[src/rtl/u2f_pkg.sv]
package u2f_pkg;
  parameter int LANE_W    = 32;
  parameter int MAX_LANES = 16;
  parameter int VEC_W     = LANE_W * MAX_LANES;
  parameter int FRAC_W    = 23;
  parameter int EXP_BIAS  = 127;
  parameter logic [3:0] RSVD_OK = 4'b1111;

  typedef enum logic [1:0] {
    RM_NEAR = 2'b00,
    RM_DOWN = 2'b01,
    RM_UP   = 2'b10,
    RM_ZERO = 2'b11
  } roundMode_e;

  typedef struct packed {
    logic                 commit;
    logic                 fault;
    logic                 useBcast;
    roundMode_e           rmode;
    logic [MAX_LANES-1:0] laneWrite;
    logic [MAX_LANES-1:0] laneZero;
  } ctrlStrobe_t;
endpackage

[src/rtl/u2f_lane.sv]
module u2f_lane
  import u2f_pkg::*;
(
  input  logic [LANE_W-1:0] intIn,
  input  roundMode_e        rmode,
  output logic [LANE_W-1:0] fpOut,
  output logic              laneInexact
);
  localparam int LZ_W   = $clog2(LANE_W);
  localparam int EXP_W  = 8;
  localparam int DROP_W = LANE_W - 1 - FRAC_W;
  localparam logic [EXP_W-1:0] EXP_TOP = EXP_W'(EXP_BIAS + LANE_W - 1);

  logic [LZ_W-1:0]   leadZeros;
  logic              anyOne;
  logic [LANE_W-1:0] normVal;
  logic [FRAC_W-1:0] fracRaw;
  logic              guardBit;
  logic              stickyBit;
  logic              roundUp;
  logic [FRAC_W+1:0] sigRounded;
  logic [EXP_W-1:0]  expBase;
  logic [EXP_W-1:0]  expFinal;
  logic [FRAC_W-1:0] fracFinal;

  always_comb begin
    leadZeros = '0;
    anyOne    = 1'b0;
    for (int i = LANE_W - 1; i >= 0; i--) begin
      if (!anyOne && intIn[i]) begin
        leadZeros = LZ_W'(LANE_W - 1 - i);
        anyOne    = 1'b1;
      end
    end
  end

  assign normVal   = intIn << leadZeros;
  assign fracRaw   = normVal[LANE_W-2 -: FRAC_W];
  assign guardBit  = normVal[DROP_W-1];
  assign stickyBit = |normVal[DROP_W-2:0];

  always_comb begin
    unique case (rmode)
      RM_NEAR: roundUp = guardBit & (stickyBit | fracRaw[0]);
      RM_UP:   roundUp = guardBit | stickyBit;
      RM_DOWN: roundUp = 1'b0;
      RM_ZERO: roundUp = 1'b0;
      default: roundUp = 1'b0;
    endcase
  end

  assign sigRounded = {2'b01, fracRaw} + {{(FRAC_W+1){1'b0}}, roundUp};
  assign expBase    = EXP_TOP - EXP_W'(leadZeros);

  always_comb begin
    if (sigRounded[FRAC_W+1]) begin
      expFinal  = expBase + 1'b1;
      fracFinal = '0;
    end else begin
      expFinal  = expBase;
      fracFinal = sigRounded[FRAC_W-1:0];
    end
  end

  always_comb begin
    if (!anyOne) begin
      fpOut       = '0;
      laneInexact = 1'b0;
    end else begin
      fpOut       = {1'b0, expFinal, fracFinal};
      laneInexact = guardBit | stickyBit;
    end
  end
endmodule

[src/rtl/u2f_ctrl.sv]
module u2f_ctrl
  import u2f_pkg::*;
(
  input  logic                 inValid,
  input  logic [MAX_LANES-1:0] laneMask,
  input  logic                 maskEn,
  input  logic [1:0]           vlSel,
  input  logic                 zeroMode,
  input  logic                 bcastRc,
  input  logic                 memSrc,
  input  logic [1:0]           embRc,
  input  logic [1:0]           globalRc,
  input  logic [3:0]           rsvdField,
  output ctrlStrobe_t          strb
);
  localparam int CNT_W    = $clog2(MAX_LANES) + 1;
  localparam int LANES_S  = MAX_LANES / 4;
  localparam int LANES_M  = MAX_LANES / 2;

  logic [CNT_W-1:0]     laneCount;
  logic                 fullLength;
  logic                 useOverride;
  logic [MAX_LANES-1:0] laneActive;
  logic                 rsvdGood;

  always_comb begin
    unique case (vlSel)
      2'b00:   laneCount = CNT_W'(LANES_S);
      2'b01:   laneCount = CNT_W'(LANES_M);
      default: laneCount = CNT_W'(MAX_LANES);
    endcase
  end

  assign fullLength  = (laneCount == CNT_W'(MAX_LANES));
  assign useOverride = fullLength && bcastRc && !memSrc;
  assign rsvdGood    = (rsvdField == RSVD_OK);

  for (genvar j = 0; j < MAX_LANES; j++) begin : g_lane_ctl
    assign laneActive[j]     = (CNT_W'(j) < laneCount);
    assign strb.laneWrite[j] = laneActive[j] && (!maskEn || laneMask[j]);
    assign strb.laneZero[j]  = !strb.laneWrite[j] && (!laneActive[j] || zeroMode);
  end

  assign strb.commit   = inValid && rsvdGood;
  assign strb.fault    = inValid && !rsvdGood;
  assign strb.useBcast = memSrc && bcastRc;
  assign strb.rmode    = roundMode_e'(useOverride ? embRc : globalRc);
endmodule

[src/rtl/u2f_datapath.sv]
module u2f_datapath
  import u2f_pkg::*;
(
  input  logic              clk,
  input  logic              rstN,
  input  ctrlStrobe_t       strb,
  input  logic [VEC_W-1:0]  srcVec,
  input  logic [LANE_W-1:0] bcastScalar,
  input  logic [VEC_W-1:0]  priorDst,
  output logic              outValid,
  output logic [VEC_W-1:0]  dstVec,
  output logic              inexact,
  output logic              udFault
);
  logic [VEC_W-1:0]     nextDst;
  logic [MAX_LANES-1:0] laneInexact;

  for (genvar j = 0; j < MAX_LANES; j++) begin : g_lane
    logic [LANE_W-1:0] laneSrc;
    logic [LANE_W-1:0] laneFp;

    assign laneSrc = strb.useBcast ? bcastScalar : srcVec[j*LANE_W +: LANE_W];

    u2f_lane i_lane (
      .intIn      (laneSrc),
      .rmode      (strb.rmode),
      .fpOut      (laneFp),
      .laneInexact(laneInexact[j])
    );

    always_comb begin
      if (strb.laneWrite[j])
        nextDst[j*LANE_W +: LANE_W] = laneFp;
      else if (strb.laneZero[j])
        nextDst[j*LANE_W +: LANE_W] = '0;
      else
        nextDst[j*LANE_W +: LANE_W] = priorDst[j*LANE_W +: LANE_W];
    end
  end

  always_ff @(posedge clk or negedge rstN) begin
    if (!rstN) begin
      outValid <= 1'b0;
      dstVec   <= '0;
      inexact  <= 1'b0;
      udFault  <= 1'b0;
    end else begin
      outValid <= strb.commit | strb.fault;
      if (strb.commit) begin
        dstVec  <= nextDst;
        inexact <= |(laneInexact & strb.laneWrite);
        udFault <= 1'b0;
      end else if (strb.fault) begin
        inexact <= 1'b0;
        udFault <= 1'b1;
      end
    end
  end
endmodule

[src/rtl/u2f_converter.sv]
module u2f_converter
  import u2f_pkg::*;
(
  input  logic                 clk,
  input  logic                 rstN,
  input  logic                 inValid,
  input  logic [VEC_W-1:0]     srcVec,
  input  logic [LANE_W-1:0]    bcastScalar,
  input  logic [VEC_W-1:0]     priorDst,
  input  logic [MAX_LANES-1:0] laneMask,
  input  logic                 maskEn,
  input  logic [1:0]           vlSel,
  input  logic                 zeroMode,
  input  logic                 bcastRc,
  input  logic                 memSrc,
  input  logic [1:0]           embRc,
  input  logic [1:0]           globalRc,
  input  logic [3:0]           rsvdField,
  output logic                 outValid,
  output logic [VEC_W-1:0]     dstVec,
  output logic                 inexact,
  output logic                 udFault
);
  ctrlStrobe_t strb;

  u2f_ctrl i_ctrl (
    .inValid  (inValid),
    .laneMask (laneMask),
    .maskEn   (maskEn),
    .vlSel    (vlSel),
    .zeroMode (zeroMode),
    .bcastRc  (bcastRc),
    .memSrc   (memSrc),
    .embRc    (embRc),
    .globalRc (globalRc),
    .rsvdField(rsvdField),
    .strb     (strb)
  );

  u2f_datapath i_dp (
    .clk        (clk),
    .rstN       (rstN),
    .strb       (strb),
    .srcVec     (srcVec),
    .bcastScalar(bcastScalar),
    .priorDst   (priorDst),
    .outValid   (outValid),
    .dstVec     (dstVec),
    .inexact    (inexact),
    .udFault    (udFault)
  );
endmodule

[config.mk]
export PLATFORM = sky130hd
export DESIGN_NAME = u2f_converter
export DESIGN_NICKNAME = d
export VERILOG_FILES = /design/src/rtl/u2f_pkg.sv /design/src/rtl/u2f_lane.sv /design/src/rtl/u2f_ctrl.sv /design/src/rtl/u2f_datapath.sv /design/src/rtl/u2f_converter.sv
export SDC_FILE = /design/constraint.sdc
export NUM_CORES = 2
export LEC_CHECK = 0
export ABC_CLOCK_PERIOD_IN_PS = 1500
export BUFFER_PORTS_ARGS = -buffer_cell sky130_fd_sc_hd__buf_2
export CAP_MARGIN = 20
export CELL_PAD_IN_SITES_DETAIL_PLACEMENT = 1
export CELL_PAD_IN_SITES_GLOBAL_PLACEMENT = 1
export CORE_AREA = 4 4 615 617
export DETAILED_ROUTE_END_ITERATION = 16
export DIE_AREA = 0 0 619 621
export PLACE_DENSITY = 0.45
export SETUP_SLACK_MARGIN = 0.1
export SYNTH_ARGS = -nofsm -noshare
export SYNTH_HDL_FRONTEND = slang
export SYNTH_SLANG_ARGS = --single-unit
[constraint.sdc]
create_clock -name clk -period 1.5 [get_ports clk]
set_input_delay 0.3 -clock clk [delete_from_list [all_inputs] [get_ports clk]]
set_output_delay 0.3 -clock clk [all_outputs]
set_load 0.02 [all_outputs]
### Word-level counts from Yosys, hierarchy flattened

Cells that the tools add are included.

* $add $sub $neg: 48
* $mul: 0
* divide/modulo/power cells: 0
* $lt $le $gt $ge: 16
* equality and inequality tests: 6
* shifts and indexed selects: 16
* muxes and demuxes: 1142
* bitwise operators: 50
* reduce and logical (&&, ||, !) cells: 1117

Operators with widths (count)
* 5-bit two-way mux: 480
* 32-bit two-way mux: 48
* 1-bit two-way mux: 548
* 1-bit logical AND: 533
* 1-bit zero test: 531
* 32-bit by 5-bit << shifter with 31-bit output: 16
* 31-bit two-way mux: 16
* 24-bit by 1-bit adder with 25-bit output: 16
* 23-bit two-way mux: 16
* 8-bit by 1-bit adder with 8-bit output, second input constant: 16
* 8-bit two-way mux: 16
* 8-bit by 5-bit subtractor with 8-bit output, first input constant: 16
* 7-bit OR reduction: 16
* 1-bit one-hot mux with 3 select lines: 16
* 4-bit by 5-bit less-than comparator with 1-bit output, first input constant: 8
* 1-bit bitwise OR: 33
* 1-bit logical OR: 32
* 3-bit by 5-bit less-than comparator with 1-bit output, first input constant: 4
* 1-bit bitwise AND: 16
* 16-bit bitwise AND: 1
* 16-bit OR reduction: 1
* 1-bit by 5-bit less-than comparator with 1-bit output, first input constant: 2
* 2-bit by 5-bit less-than comparator with 1-bit output, first input constant: 2
* 5-bit one-hot mux with 2 select lines: 1
* 8 further kinds: 11

* flip-flop bits (word level): 515
* bits in latches: 0
* RAM bits: 0
* memory bits (read-only): 0
* input bits: 1089
* output and inout bits: 515
* word-level logic and storage cells: 2399
* memories kept: 0

### Longest topological paths before layout

* depth in word-level cells: 105
* depth in mapped cells: 39
* mapped depth without buffers: 25

### Cells and area by module

Synthesis repeated with hierarchy kept, for this count alone.

* cell total of the unflattened synthesis: 12828
* area, all modules: 87664.1 um2

Modules (own cells, without submodules)
* u2f_lane at i_dp.g_lane[14].i_lane ...: instances 10, cells each 576, area each 3784.9 um2, seq. area each 0.0 um2
* u2f_datapath: instances 1, cells each 3472, area each 27565.2 um2, seq. area each 12887.4 um2
* u2f_lane at i_dp.g_lane[0].i_lane ...: instances 4, cells each 598, area each 3618.5 um2, seq. area each 0.0 um2
* u2f_lane at i_dp.g_lane[13].i_lane: instances 1, cells each 620, area each 4113.9 um2, seq. area each 0.0 um2
* u2f_lane at i_dp.g_lane[9].i_lane: instances 1, cells each 522, area each 3309.4 um2, seq. area each 0.0 um2
* u2f_ctrl: instances 1, cells each 62, area each 352.8 um2, seq. area each 0.0 um2

### Worst setup path before layout

OpenSTA, ideal clock, no wires.

* path type: in2reg
* start: in bcastRc
* end: reg i_dp.dstVec[393]
* library setup time: 0.127 ns
* arrival time: 6.669 ns
* data required time: 1.373 ns
* path slack: -5.296 ns
* cell stages on the path: 36
* buffers on the path: 13
* cells stage by stage: buf_6 -> buf_6 -> buf_6 -> buf_6 -> buf_6 -> buf_6 -> buf_6 -> buf_6 -> buf_6 -> a211o_1 -> o2bb2ai_1 -> nor3_4 -> nor4bb_1 -> nor3_1 -> inv_2 -> buf_1 -> clkbuf_1 -> mux2_2 -> nand3_1 -> a21oi_1 -> nor2_1 -> o21ai_0 -> a21oi_1 -> ha_1 -> ha_1 -> nand2_1 -> or4b_1 -> o31ai_1 -> nand4_1 -> nor2_1 -> nand4_2 -> and2_1 -> buf_6 -> buf_6 -> a221oi_1 -> nor2_1

* word-level cells in the longest chain between the ends: 105
* elaborated cells on any way between the ends: 145
* classes of those cells: add/sub: 1; eq/ne: 3; shift: 1; mux: 69; bitwise: 3; reduce/logical: 68

RTL lines
* start, declared: line u2f_converter.sv:14 `input logic bcastRc,`
* 1-bit logical AND: line u2f_ctrl.sv:46 `assign strb.useBcast = memSrc && bcastRc;`
* 32-bit two-way mux: line u2f_datapath.sv:22 `assign laneSrc = strb.useBcast ? bcastScalar : srcVec[j*LANE_W +: LANE_W];`
* 1-bit two-way mux: line u2f_lane.sv:30 `if (!anyOne && intIn[i]) begin`
* 1-bit zero test: line u2f_lane.sv:30
* 1-bit logical AND: line u2f_lane.sv:30
* 1-bit two-way mux: line u2f_lane.sv:30
* 1-bit zero test: line u2f_lane.sv:30
* 1-bit logical AND: line u2f_lane.sv:30
* (+89 left out)
* 7-bit OR reduction: line u2f_lane.sv:40 `assign stickyBit = |normVal[DROP_W-2:0];`
* 1-bit bitwise OR: line u2f_lane.sv:44 `RM_NEAR: roundUp = guardBit & (stickyBit | fracRaw[0]);`
* 1-bit bitwise AND: line u2f_lane.sv:44
* 1-bit one-hot mux with 3 select lines: line u2f_lane.sv:43 `unique case (rmode)`
* 24-bit by 1-bit adder with 25-bit output: line u2f_lane.sv:52 `assign sigRounded = {2'b01, fracRaw} + {{(FRAC_W+1){1'b0}}, roundUp};`
* 23-bit two-way mux: line u2f_lane.sv:56 `if (sigRounded[FRAC_W+1]) begin`
* 31-bit two-way mux (*): line u2f_lane.sv:66 `if (!anyOne) begin`
* 32-bit two-way mux (*): line u2f_datapath.sv:32 `if (strb.laneWrite[j])`
* end signal, assigned: line u2f_datapath.sv:50 `dstVec <= nextDst;`
* end, declared: line u2f_datapath.sv:11 `output logic [VEC_W-1:0] dstVec,`

Mark *: on every way between the ends. The rest lies on a longest branch, timed or not.
A chain may end at the register's enable or synchronous reset.

### Final worst setup path

* start: in memSrc
* end: reg i_dp.dstVec[26]

* word-level cells in the longest chain between the ends: 105
* elaborated cells on any way between the ends: 147
* classes of those cells: add/sub: 3; eq/ne: 3; shift: 1; mux: 69; bitwise: 3; reduce/logical: 68

RTL lines
* start, declared: line u2f_converter.sv:15 `input logic memSrc,`
* 1-bit logical AND: line u2f_ctrl.sv:46
* 32-bit two-way mux: line u2f_datapath.sv:22
* 1-bit two-way mux: line u2f_lane.sv:30
* 1-bit zero test: line u2f_lane.sv:30
* 1-bit logical AND: line u2f_lane.sv:30
* 1-bit two-way mux: line u2f_lane.sv:30
* 1-bit zero test: line u2f_lane.sv:30
* 1-bit logical AND: line u2f_lane.sv:30
* (+89 left out)
* 7-bit OR reduction: line u2f_lane.sv:40
* 1-bit bitwise OR: line u2f_lane.sv:44
* 1-bit bitwise AND: line u2f_lane.sv:44
* 1-bit one-hot mux with 3 select lines: line u2f_lane.sv:43
* 24-bit by 1-bit adder with 25-bit output: line u2f_lane.sv:52
* 8-bit two-way mux: line u2f_lane.sv:56
* 31-bit two-way mux (*): line u2f_lane.sv:66
* 32-bit two-way mux (*): line u2f_datapath.sv:32

Marks and branches as above.

==> qor.csv <==
metric,value,unit
antenna_found_initial,224,
fin_ws,-3.934,ns
vias,134600,
vias_per_cell,5.717,
area_delta_synth_final,88.92,%
final-hold-violation-count,0,
critical-path-top-delay-family,simple AND/OR/NAND/NOR gates,
track_usage,40.34,%
die_w,619,um
synth_ff_type,dfrtp_1,
setup_viol,1023,
syn_area_per_cell,7.180,sq um
violations,setup timing,
finalCriticalPeriod,5.434,ns
grt_max_degree,60,
status,finished with violations,
start_util,21.93,%
die_h,621,um
peakVddDrop,0.7572,mV
synth_cells,11360,
arrival,6.16,ns
async_flop_share,100.0,%
path_clk_slew,0.06,ns
ys_ff_latch,515,
drt-wirelength-per-cell,35.03,um
hpwl,698000,um
pre_cts_ws,-5.092,ns
place.port_buffers,1603,
path_class,input port to flop,
clock-sinks,515,
critPathLaunch,memSrc,
ys_seq_area_share,15.80,%
clk_latency,0.81,ns
row_count,224,
grt_remaining_overflow,0,
cts_tree,done,
timing.final.crit_share,362.3,%
worstSetupEndpointType,flop,
wl,824600,um
nets,19490,
cpMaxStageDelayCell,or4_4,
cp.required,2.22,ns
post-route-util,41.43,%
tightest_slew,1.094,ns
max_freq,0.1840,GHz
rr_startpoint,i_dp.inexact$_DFFE_PN0P_,
hold_ws,0.03794,ns
syn_area,81560,sq um
io_pins,1604,
ant_nets,0,
gp_congestion,1.044,
rsz0062_at_grt,yes,
drt_first_pass_iters,6,
crit_path_max_incr_delay,0.63,ns
htreeDepth,3,
drc_errors,0,
grt_pass1_vias,136100,
cts-buffers-inserted,71,
critPathBufInv,7,
timing.slew.headroom,26.79,%
clockBufferDepth,4,
worstHoldStart,laneMask[13],
critPathMaxFanout,7,
yosysUniqueCellTypes,146,
max-cap-violations,0,
cts_root_buffer,clkbuf_16,
maxSlewViolCount,0,
power_density,699.8,nW/um^2
power.leakage,71.20,nW
startpoint_type,input port,
synth_edf_count,0,
yosys_warnings,0,
core-area,371900,sq um
drtIter0Drc,12820,
hp-class,input port to flop,
final.setup_skew,0,ns
syn-num-nets,12520,
grt_pass1_wl,1114000,um
die_area,384400,sq um
drive_gt1_share,49.45,%
## synthesized netlist by cell type (54+ instances only)
| master | number | area (sq um) |
|---|---|---|
| xor2_1 | 134 | 1174 |
| a21oi_1 | 1091 | 5460 |
| o22ai_1 | 185 | 1157 |
| a211oi_1 | 351 | 2635 |
| clkbuf_1 | 482 | 1809 |
| mux2i_1 | 531 | 5315 |
| o21ai_1 | 70 | 350.3 |
| nand4_1 | 143 | 894.6 |
| o31ai_1 | 112 | 840.8 |
| nor4_1 | 89 | 556.8 |
| and2_1 | 98 | 613.1 |
| ha_1 | 66 | 825.8 |
| nor2b_1 | 94 | 588.1 |
| mux2_2 | 190 | 2140 |
| dfrtp_1 | 515 | 12890 |
| a211o_1 | 126 | 1104 |
| or2_2 | 85 | 531.8 |
| a31oi_1 | 163 | 1020 |
| nand2_1 | 1085 | 4073 |
| a221oi_1 | 239 | 2093 |
| o221ai_1 | 75 | 656.9 |
| nand2b_1 | 55 | 344.1 |
| buf_2 | 243 | 1216 |
| xnor2_1 | 235 | 2058 |
| buf_6 | 77 | 867.1 |
| a21o_1 | 144 | 1081 |
| a32oi_1 | 74 | 648.1 |
| o21a_1 | 97 | 728.2 |
| nor3_1 | 261 | 1306 |
| nand3_1 | 448 | 2242 |
| buf_1 | 74 | 277.8 |
| a21boi_0 | 56 | 420.4 |
| o211ai_1 | 208 | 1562 |
| and3_1 | 167 | 1045 |
| inv_1 | 123 | 461.7 |
| nor2_1 | 1166 | 4377 |
| or3_1 | 54 | 337.8 |
| a22oi_1 | 215 | 1614 |
| buf_4 | 72 | 540.5 |
| o21ai_0 | 595 | 2978 |
## report_power, final
group	switching [mW]	total, mW	internal [mW]
Clock	7.51	17.4	9.91
Combinational	40.6	71.0	30.4
Sequential	2.29	19.4	17.1
## kinds of logic (layout without fill, tap and decap cells)
group                      after synthesis  in the layout  share of synthesized area [%]
muxes                                  752            752                          9.924
other                                    0            188                              0
xor gates and xnor gates               369            369                          3.962
buffers and inverters                 1100           8116                          6.483
and+or+nand+nor                       4053           4056                          24.51
adders and majority gates               66             66                          1.012
AOI/OAI and AO/OA                     4505           4505                          38.31
DFF                                    515            515                          15.80
## worst min-delay path: cells and delay by family
kind,cells,cell delay [ns]
buffers and inverters,2,0.25
AOI/OAI and AO/OA,2,0.22
and+or+nand+nor,1,0.07
## cell type report
cell class | instances | area, sq um
Fill cell | 44880 | 217800
Clock buffer | 101 | 2069
Clock inverter | 17 | 181.4
Sequential cell | 515 | 12890
Tap cell | 4972 | 6221
Antenna cell | 188 | 470.5
Inverter | 152 | 628.1
Timing Repair Buffer | 7846 | 60500
Multi-Input combinational cell | 9748 | 71130
## final timing paths
path / to / slack [ns] / cells past startpoint
hold / removal: i_dp.dstVec[446]$_DFFE_PN0P_ / 0.04 / 5
max in group asynchronous: i_dp.dstVec[492]$_DFFE_PN0P_ / 0.16 / 5
hold reg to reg: i_dp.dstVec[63]$_DFFE_PN0P_ / 0.48 / 2
setup / recovery: i_dp.dstVec[26]$_DFFE_PN0P_ / -3.93 / 27
min in group asynchronous: i_dp.dstVec[258]$_DFFE_PN0P_ / 0.57 / 4
setup reg to reg: i_dp.inexact$_DFFE_PN0P_ / -0.67 / 8
## per-stage QoR
| stage | area (sq um) | std cells | total power [mW] | setup TNS [ns] |
|---|---|---|---|---|
| after floorplan | 83320 | 11360 | 46.27 | -2085.82 |
| after global placement | 135100 | 22210 | 82.61 | -2258.14 |
| after detailed placement | 135100 | 22220 | 83.27 | -2308.73 |
| after CTS | 148600 | 23140 | 104.7 | -1759.96 |
| after global routing | 153900 | 23480 | 112.0 | -1883.31 |
| final | 154100 | 23540 | 107.8 | -1786.62 |
## per-layer routing
layer  share of wire [%]  GRT usage (%)  vias up
li1                    -              -    58100
met1                  41          51.42    68190
met2                  43          60.87     6481
met3                 7.1          7.116     1755
met4                 9.0          29.41       52
met5               0.041              0        -
## cells in the final DEF (no fill, tap or decap), types with 145 or more instances in the layout
cell type      synthesis  layout
buf_4                 72    5289
buf_2                243    1602
nor2_1              1166    1090
nand2_1             1085    1045
a21oi_1             1091    1019
dlygate4sd3_1          0     515
dfrtp_1              515     515
mux2i_1              531     479
o21ai_0              595     452
nand3_1              448     414
a211oi_1             351     242
buf_12                 0     237
nor3_1               261     218
xnor2_1              235     213
o211ai_1             208     208
a22oi_1              215     191
diode_2                0     188
mux2_2               190     179
o21ai_1               70     157
a31oi_1              163     146
buf_6                 77     145
## sequential cells by signal (all words and copies together) (netlist names)
| name | flops |
|---|---|
| i_dp.dstVec | 512 |
| i_dp.inexact | 1 |
| i_dp.outValid | 1 |
| i_dp.udFault | 1 |
## repair_timing
action / 4_1_cts / 5_1_grt
buffers inserted: 275 / 201
endpoints found under the setup margin: 1023 / 1024
hold buffers: 515 / 0
pin swaps: 222 / 287
gates cloned: 18 / 13
resized for setup: 776 / 641
endpoints found under the hold margin: 1028 / 0
(Power assumes the default switching activity.)
